## src/rtl/psg_pkg.sv

```systemverilog
package psg_pkg;

    localparam int HS_START_W = 10;
    localparam int VS_WIDTH_W = 3;
    localparam int REG_W      = 8;

    localparam logic [REG_W-1:0] ADDR_HS_LO = 8'h22;
    localparam logic [REG_W-1:0] ADDR_HS_HI = 8'h23;
    localparam logic [REG_W-1:0] ADDR_VS    = 8'h24;

    localparam logic [HS_START_W-1:0] HS_START_MAX = 10'h3FE;
    localparam logic [VS_WIDTH_W-1:0] VS_WIDTH_MAX = 3'd6;

    localparam int HS_HI_W = HS_START_W - REG_W;
    localparam int VS_POL_BIT = REG_W - 1;

    typedef struct packed {
        logic [HS_START_W-1:0] hs_start;
        logic [VS_WIDTH_W-1:0] vs_width;
        logic                  vs_pol;
    } sync_cfg_t;

    function automatic logic [HS_START_W-1:0] clamp_hs(input logic [HS_START_W-1:0] v);
        return (v > HS_START_MAX) ? HS_START_MAX : v;
    endfunction

    function automatic logic [VS_WIDTH_W-1:0] clamp_vs(input logic [VS_WIDTH_W-1:0] v);
        return (v > VS_WIDTH_MAX) ? VS_WIDTH_MAX : v;
    endfunction

endpackage

```

## src/rtl/psg_regs.sv

```systemverilog
module psg_regs
    import psg_pkg::*;
(
    input  logic             clk,
    input  logic             rst,
    input  logic             reg_we,
    input  logic [REG_W-1:0] reg_addr,
    input  logic [REG_W-1:0] reg_wdata,
    output logic [REG_W-1:0] reg_rdata,
    input  logic             frame_load,
    output sync_cfg_t        prog_q,
    output sync_cfg_t        act_q
);

    sync_cfg_t             prog_d;
    logic [HS_START_W-1:0] start_raw;

    always_comb begin
        prog_d    = prog_q;
        start_raw = prog_q.hs_start;
        if (reg_we) begin
            case (reg_addr)
                ADDR_HS_LO: start_raw = {prog_q.hs_start[HS_START_W-1:REG_W], reg_wdata};
                ADDR_HS_HI: start_raw = {reg_wdata[HS_HI_W-1:0], prog_q.hs_start[REG_W-1:0]};
                ADDR_VS: begin
                    prog_d.vs_width = clamp_vs(reg_wdata[VS_WIDTH_W-1:0]);
                    prog_d.vs_pol   = reg_wdata[VS_POL_BIT];
                end
                default: ;
            endcase
        end
        prog_d.hs_start = clamp_hs(start_raw);
    end

    always_ff @(posedge clk) begin
        if (rst) begin
            prog_q <= '0;
            act_q  <= '0;
        end else begin
            prog_q <= prog_d;
            if (frame_load) begin
                act_q <= prog_q;
            end
        end
    end

    always_comb begin
        reg_rdata = '0;
        case (reg_addr)
            ADDR_HS_LO: reg_rdata = prog_q.hs_start[REG_W-1:0];
            ADDR_HS_HI: reg_rdata[HS_HI_W-1:0] = prog_q.hs_start[HS_START_W-1:REG_W];
            ADDR_VS: begin
                reg_rdata[VS_WIDTH_W-1:0] = prog_q.vs_width;
                reg_rdata[VS_POL_BIT]     = prog_q.vs_pol;
            end
            default: reg_rdata = '0;
        endcase
    end

endmodule

```

## src/rtl/psg_timing.sv

```systemverilog
module psg_timing #(
    parameter int HCNT_W = 10,
    parameter int VCNT_W = 10
) (
    input  logic              clk,
    input  logic              rst,
    input  logic [HCNT_W-1:0] cfg_htotal,
    input  logic [VCNT_W-1:0] cfg_vtotal,
    output logic [HCNT_W-1:0] h_cnt,
    output logic [VCNT_W-1:0] v_cnt,
    output logic              frame_last,
    output logic              frame_start
);

    logic line_end;
    logic last_line;

    assign line_end    = h_cnt >= (cfg_htotal - HCNT_W'(1));
    assign last_line   = v_cnt >= (cfg_vtotal - VCNT_W'(1));
    assign frame_last  = line_end && last_line;
    assign frame_start = (h_cnt == '0) && (v_cnt == '0);

    always_ff @(posedge clk) begin
        if (rst) begin
            h_cnt <= '0;
            v_cnt <= '0;
        end else if (line_end) begin
            h_cnt <= '0;
            v_cnt <= last_line ? '0 : v_cnt + VCNT_W'(1);
        end else begin
            h_cnt <= h_cnt + HCNT_W'(1);
        end
    end

endmodule

```

## src/rtl/psg_pulse.sv

```systemverilog
module psg_pulse
    import psg_pkg::*;
#(
    parameter int HCNT_W = 10,
    parameter int VCNT_W = 10
) (
    input  logic [HCNT_W-1:0] h_cnt,
    input  logic [VCNT_W-1:0] v_cnt,
    input  logic [HCNT_W-1:0] cfg_hs_width,
    input  sync_cfg_t         act,
    output logic              hsync,
    output logic              vsync
);

    localparam int HC_W = ((HCNT_W > HS_START_W) ? HCNT_W : HS_START_W) + 2;
    localparam int VC_W = ((VCNT_W > VS_WIDTH_W) ? VCNT_W : VS_WIDTH_W) + 1;

    logic [HC_W-1:0] h_ext;
    logic [HC_W-1:0] hs_first;
    logic [HC_W-1:0] hs_stop;
    logic [VC_W-1:0] v_ext;
    logic [VC_W-1:0] vs_last;
    logic            vs_on;

    always_comb begin
        h_ext    = HC_W'(h_cnt);
        hs_first = HC_W'(act.hs_start) + HC_W'(1);
        hs_stop  = hs_first + HC_W'(cfg_hs_width);
        hsync    = (h_ext >= hs_first) && (h_ext < hs_stop);
    end

    always_comb begin
        v_ext   = VC_W'(v_cnt);
        vs_last = VC_W'(act.vs_width);
        vs_on   = v_ext <= vs_last;
        vsync   = act.vs_pol ? vs_on : !vs_on;
    end

endmodule

```

## src/rtl/panel_sync_gen.sv

```systemverilog
module panel_sync_gen
    import psg_pkg::*;
#(
    parameter int HCNT_W = 10,
    parameter int VCNT_W = 10
) (
    input  logic              clk,
    input  logic              rst,
    input  logic              reg_we,
    input  logic [7:0]        reg_addr,
    input  logic [7:0]        reg_wdata,
    output logic [7:0]        reg_rdata,
    input  logic [HCNT_W-1:0] cfg_htotal,
    input  logic [VCNT_W-1:0] cfg_vtotal,
    input  logic [HCNT_W-1:0] cfg_hs_width,
    output logic              hsync,
    output logic              vsync,
    output logic              frame_start
);

    sync_cfg_t         prog_cfg;
    sync_cfg_t         act_cfg;
    logic [HCNT_W-1:0] h_cnt;
    logic [VCNT_W-1:0] v_cnt;
    logic              frame_last;
    logic              act_pol;

    assign act_pol = act_cfg.vs_pol;

    psg_regs u_regs (
        .clk        (clk),
        .rst        (rst),
        .reg_we     (reg_we),
        .reg_addr   (reg_addr),
        .reg_wdata  (reg_wdata),
        .reg_rdata  (reg_rdata),
        .frame_load (frame_last),
        .prog_q     (prog_cfg),
        .act_q      (act_cfg)
    );

    psg_timing #(.HCNT_W(HCNT_W), .VCNT_W(VCNT_W)) u_timing (
        .clk         (clk),
        .rst         (rst),
        .cfg_htotal  (cfg_htotal),
        .cfg_vtotal  (cfg_vtotal),
        .h_cnt       (h_cnt),
        .v_cnt       (v_cnt),
        .frame_last  (frame_last),
        .frame_start (frame_start)
    );

    psg_pulse #(.HCNT_W(HCNT_W), .VCNT_W(VCNT_W)) u_pulse (
        .h_cnt        (h_cnt),
        .v_cnt        (v_cnt),
        .cfg_hs_width (cfg_hs_width),
        .act          (act_cfg),
        .hsync        (hsync),
        .vsync        (vsync)
    );

endmodule

```

## config.mk

```make
export PLATFORM = sky130hd
export DESIGN_NAME = panel_sync_gen
export DESIGN_NICKNAME = d
export VERILOG_FILES = /design/src/rtl/psg_pkg.sv /design/src/rtl/psg_regs.sv /design/src/rtl/psg_timing.sv /design/src/rtl/psg_pulse.sv /design/src/rtl/panel_sync_gen.sv
export SDC_FILE = /design/constraint.sdc
export NUM_CORES = 1
export LEC_CHECK = 0
export BUFFER_PORTS_ARGS = -buffer_cell sky130_fd_sc_hd__buf_2
export CAP_MARGIN = 20
export CORE_MARGIN = 8
export CORE_UTILIZATION = 35
export CTS_BUF_LIST = sky130_fd_sc_hd__clkbuf_8 sky130_fd_sc_hd__clkbuf_16
export CTS_CLUSTER_DIAMETER = 120
export DETAILED_ROUTE_END_ITERATION = 6
export HOLD_SLACK_MARGIN = 0.02
export PLACE_DENSITY_LB_ADDON = 0.08
export SLEW_MARGIN = 20
export SYNTH_ARGS = -nofsm -noshare
export SYNTH_HDL_FRONTEND = slang
export SYNTH_SLANG_ARGS = --single-unit
```

## constraint.sdc

```tcl
create_clock -name clk -period 6.6 [get_ports clk]
set_input_delay 0.66 -clock clk [delete_from_list [all_inputs] [get_ports clk]]
set_output_delay 0.66 -clock clk [all_outputs]
set_load 0.05 [all_outputs]
```

# Word level (Yosys, flattened, before mapping)
# Index checks and enable logic that the tools add are counted.
op_classes:
  bitwise_logic: 0
  order_cmp: 7
  n_mux: 10
  addsub: 6
  reduce_logical: 9
  div_mod_pow: 0
  multipliers: 0
  shifts: 0
  n_eq_ne: 3
op_table:
  columns: ["cell", "n"]
  rows:
  - ["10-bit two-way mux", 3]
  - ["8-bit by 6-bit equality test with 1-bit output (second input constant)", 3]
  - ["10-bit by 1-bit adder with 10-bit output (second input constant)", 2]
  - ["10-bit >= comparator", 2]
  - ["10-bit logical NOT", 2]
  - ["10-bit one-hot mux with 2 select lines", 1]
  - ["10-bit by 1-bit subtractor with 10-bit output (second input constant)", 2]
  - ["12-bit by 10-bit adder with 12-bit output", 1]
  - ["10-bit by 12-bit >= comparator with 1-bit output", 1]
  - ["10-bit by 12-bit < comparator with 1-bit output", 1]
  - ["10-bit by 1-bit adder with 11-bit output (second input constant)", 1]
  - ["10-bit > comparator (second input constant)", 1]
  - ["10-bit by 3-bit less-or-equal comparator with 1-bit output", 1]
  - ["2-bit one-hot mux with 3 select lines", 1]
  - ["4-bit two-way mux", 1]
  - ["1-bit one-hot mux with 2 select lines", 2]
  - ["2-bit OR reduction", 2]
  - ["3-bit > comparator (second input constant)", 1]
  - ["1-bit logical AND", 3]
  - ["3-bit two-way mux", 1]
  - ["2-bit AND reduction", 1]
  - ["1-bit logical NOT", 1]
  - ["1-bit two-way mux", 1]
totals:
  mem_bits_ro: 0
  n_memories: 0
  latchBits: 0
  word_cells: 44
  register_bits: 48
  mem_bits_rw: 0
  output_inout_bits: 11
  in_bits: 49

# Depth between registers and ports, before layout
logic_depth:
  depth_word: 5
  ltp_mapped: 15
  mapped_depth_nobuf: 14

# By module
# Synthesis repeated with hierarchy kept, for this count alone.
unflattened:
  cells_unflattened: 467
  hier_area_um2: 4041.4
by_module_without_submodules:
  columns: ["mod", "cells_each", "seq_area_each_um2", "n_inst", "area_each_um2"]
  rows:
  - ["psg_timing", 203, 400.4, 1, 1719.1]
  - ["psg_regs", 122, 560.5, 1, 1209.9]
  - ["psg_pulse", 142, 0.0, 1, 1112.3]

# Worst setup path after synthesis
# OpenSTA, ideal clock, no wires.
synth_timing:
  kind: "input -> output"
  start: "in cfg_hs_width[0]"
  end: "out hsync"
  required_time_ns: 5.940
  arrival_ns: 3.491
  path_buffers: 0
  cell_stages: 12
  slack_ns: 2.449
  cell_sequence: "ha_1 fa_1 a21o_1 a211oi_1 nor2_1 o41ai_1 xor2_1 ha_1 o211ai_1 a31oi_1 a2111oi_0 o31a_1"
synth_between:
  elab_chain_len: 3
synth_rtl:
  columns: ["element", "line", "source"]
  rows:
  - ["from (decl)", "panel_sync_gen.sv:15", "input logic [HCNT_W-1:0] cfg_hs_width,"]
  - ["12-bit by 10-bit adder with 12-bit output", "psg_pulse.sv:28", "hs_stop = hs_first + HC_W'(cfg_hs_width);"]
  - ["10-bit by 12-bit < comparator with 1-bit output", "psg_pulse.sv:29", "hsync = (h_ext >= hs_first) && (h_ext < hs_stop);"]
  - ["1-bit logical AND", "psg_pulse.sv:29", null]
  - ["to (decl)", "panel_sync_gen.sv:16", "output logic hsync,"]
# No other way between the ends.

# Final worst setup path
layout_timing:
  start: "reg u_regs.act_q[4] (netlist name)"
  end: "out hsync"
layout_between:
  elab_chain_len: 4
  elab_cells_between_ends: 5
  cone_classes: "2 x add/sub; 2 x order compare; 1 x reduce/logical"
layout_rtl:
  columns: ["element", "line", "source"]
  rows:
  - ["from (decl)", "psg_regs.sv:12", "output sync_cfg_t act_q"]
  - ["from (signal assigned)", "psg_regs.sv:42", "act_q <= prog_q;"]
  - ["10-bit by 1-bit adder with 11-bit output *", "psg_pulse.sv:27", "hs_first = HC_W'(act.hs_start) + HC_W'(1);"]
  - ["12-bit by 10-bit adder with 12-bit output", "psg_pulse.sv:28", null]
  - ["10-bit by 12-bit < comparator with 1-bit output", "psg_pulse.sv:29", null]
  - ["1-bit logical AND *", "psg_pulse.sv:29", null]
# Mark *: on every way between the ends. The rest lies on a longest branch, timed or not.

==> results.md <==
- For the worst-skew pair, the clock arrives at the later sink with an insertion delay of 0.29 ns.
- The total number of nets in the final design is 647.
- The cell sitting at the root of the clock tree is a clkbuf_16.
- The worst-case IR drop observed on VDD is 0.132 mV.
- The remaining antenna violation count after routing is 0.
- The tightest hold path in the finished design has a slack of 0.476 ns.
- The synthesized instance count is 481.
- In this run the vertical extent of the chip is 123 µm.
- The number of top-level pins is 60.
- The post-synthesis to final-layout area growth is 14.8%.
- The hold violation total from the final report is 0.
- The arrival time at the worst endpoint is 3.80 ns.
- The cell type contributing the most total cell area after synthesis is dfxtp_1.
- The share of the Yosys chip area taken by registers is 23.9%.
- In this run the worst path has a maximum fanout of 5.
- Static timing analysis puts the maximum clock frequency at 224 MHz.
- In the global route stage, overall resource usage came out at 13.0%.
- The clock-pin slew on the worst setup and hold paths is 0.06 ns.
- The mapped netlist covers 4030 µm².
- The kind of capture point of the worst setup path is an output port.
- At the end of routability-driven placement, the weighted congestion stood at 0.758.
- The number of antenna violations at the first check in global routing is 0.
- The final count of negative-setup-slack endpoints is 0.
- In the post-synthesis netlist, the biggest area contributors are dfxtp_1 (24%), ha_1 (19%), xnor2_1 (5.9%), nand2b_1 (5.4%), a21oi_1 (4.2%).
- The remaining global-route overflow is 0.
- The number of port buffers is 59.
- The TritonCTS clock tree is built.
- Yosys printed 0 warnings.
- In this run the worst hold path is classified as reg2reg.
- The clock period could shrink to 4.46 ns.
- The first global-routing pass estimated 16.1 mm of wire.
- Setup repair after global routing left no endpoint under its margin.
- OpenSTA, run right after detailed placement, puts the worst setup slack at 2.21 ns.
- The power per cell area is 150 nW/µm².
- STA classifies the critical path startpoint as a flip-flop.
- The count of flip-flops with a built-in enable after synthesis is 0.
- Max-cap violations in this run came to 0.
- For this block, the initial DRC count from the detailed router was 186.
- In this run the deepest clock path goes through 2 buffers.
- The area share of the largest cell type after synthesis is 23.9%.
- The synthesized area per cell is 8.38 µm².
- The most common cell in the synthesized netlist is ha_1.
- The horizontal die dimension is 123 µm.
- The pin count of the biggest net entering global routing is 46.
- The final worst setup slack is 2.14 ns.
- The total of fill cells in the finished design is 1183.
- Cells with a size suffix above 1 make up 14.2% of the layout.
- Once placement finished, the instance area stood at 4450 µm².
- The via count of the first global-routing pass came to 3457.
- The post-cts repair resize count is 0.
- The total of flip-flops plus latches after synthesis is 48.
- The number of design rule violations left after detail routing is 0.
- CTS built an H-tree with a depth of 2.
- The most frequently used flop master after synthesis is dfxtp_1.
- The number of antenna diodes in the final layout is 0.
- Buffers inserted during clock tree synthesis total 5.
- The average wire per standard cell is 14.2 µm.
- The number of distinct library cell variants in the gate-level netlist after synthesis is 51.
- The critical path data required time is 5.94 ns.
- The final setup TNS is 0 ns.
- After layout, the design draws a total of 694 µW.
- The die footprint is 15200 µm².
- Summed over all layers, the routed wires come to 9.65 mm.
- The share of synthesized flip-flops with an asynchronous set or reset is 0%.
- Using the TritonRoute via totals, the vias-per-cell ratio works out to 5.11.
- The setup fix buffers added after clock tree synthesis is 0.
- The post-route cell area is 4620 µm².
- For the pin with the worst max-slew slack, the measured transition is 0.888 ns.
- The final critical path takes up 67.6% of the cycle.
- For this design the static power due to leakage is 0.00191 µW.
- The via total after detailed routing is 3471.
- The first detailed-routing pass ran for 5 iterations.
- The max-slew violation total from the final report is 0.
- When the netlist entered floorplanning its net count stood at 593.
- The total area inside the core boundary comes to 11300 µm².
- The flow ran to the end, and the final reports show no timing, DRC or antenna violations.
- The headroom to the max-slew limit is 40.7%.
- The number of clock sinks seen by CTS is 48.
- The initialized floorplan defines 39 standard-cell rows.
- The initial standard-cell utilization of the core is 35.6%.
- Clock skew on the completed layout was measured at 0.00749 ns.
- The hold-fix buffer count after cts is 0.
- Counting instances in the post-synthesis netlist gives the leading cell types as ha_1 (62), dfxtp_1 (48), nand2_1 (35), nand2b_1 (35), a21oi_1 (34).
- The critical path is of the reg2out type.
- Once detailed placement completed, the half-perimeter wirelength came to 7.71 mm.
[per-layer routing]
metal	GRT usage, %	share of wire (%)	wire (µm)	vias up
li1	-	-	-	1825
met3	2.83	4.1	393	10
met1	17.4	51	4890	1583
met4	3.39	1.2	114	0
met2	20.8	44	4250	53
met5	0	0	0	-
[final cells by class]
| cell class | count | area (µm²) | area share [%] |
|---|---|---|---|
| multi-input cells | 392 | 2910 | 62.9 |
| well taps | 143 | 179 | 3.87 |
| inverters | 29 | 109 | 2.35 |
| clock inverters | 3 | 47.5 | 1.03 |
| flip-flops and latches | 48 | 961 | 20.8 |
| clock buffers | 5 | 125 | 2.71 |
| repair buffers | 59 | 295 | 6.39 |
[worst max-delay path: stages (launching register included)]
cell and delay [ns]:
dfxtp_1 0.34, ha_1 0.39, fa_1 0.46, a21o_1 0.19, a211oi_1 0.23, nor2_1 0.09
o41ai_1 0.40, xor2_1 0.20, ha_1 0.26, o211ai_1 0.09, a31oi_1 0.05, a2111oi_0 0.37
o31a_1 0.18, buf_2 0.26
[worst paths after layout]
path	startpoint	to	slack, ns	cells after the start
max	u_regs.act_q[4]	hsync	2.14	13
min	u_regs.act_q[3]	u_regs.act_q[3]	0.48	2
min reg2reg	u_regs.act_q[3]	u_regs.act_q[3]	0.48	2
max reg2reg	u_timing.h_cnt[0]	u_regs.act_q[13]	3.77	8
[state kept, by name, indices dropped and copies added (netlist names)]
signal / cells
u_regs.act_q: 14
u_regs.prog_q: 14
u_timing.h_cnt: 10
u_timing.v_cnt: 10
[layout by cell type (no fill, tap or decap), drive strengths merged, types with 2 or more instances in the layout]
cell	Yosys	final
a2111oi	2	2
a211o	2	2
a211oi	4	4
a21o	7	7
a21oi	34	34
a222oi	2	2
a22o	2	2
a31oi	4	4
and2	5	5
and3	8	8
buf	4	59
clkbuf	8	5
clkinv	0	2
dfxtp	48	48
ha	62	62
inv	29	29
mux2i	14	14
nand2	36	36
nand2b	35	35
nand3	33	33
nand4	9	9
nor2	30	30
nor3	5	5
nor4	9	9
nor4b	2	2
o2111ai	2	2
o211ai	4	4
o21ai	9	9
o31ai	4	4
or3	6	6
or4	4	4
xnor2	27	27
xor2	18	18
[stage by stage]
step	util (%)	std cells
6_report	40.8	679
2_1_floorplan	-	481
3_5_place_dp	39.3	671
3_3_place_gp	39.3	671
5_1_grt	40.8	679
4_1_cts	40.8	679
[cell families (layout without fill, tap and decap cells)]
kind of cell | after synthesis | in the layout | synth area share (%)
adder cells (fa/ha/maj) | 63 | 63 | 19.8
multiplexers | 14 | 14 | 3.48
flip-flops | 48 | 48 | 23.9
buffers and inverters | 41 | 96 | 4.01
AND/OR/NAND/NOR | 187 | 187 | 25.6
AO/OA/AOI/OAI | 83 | 83 | 13.6
XOR/XNOR | 45 | 45 | 9.78
[power breakdown]
part	switching, µW	internal [µW]
clock	116	180
combinational	57.9	44.9
sequential	3.74	291
Power figures use the tool's default switching activity.
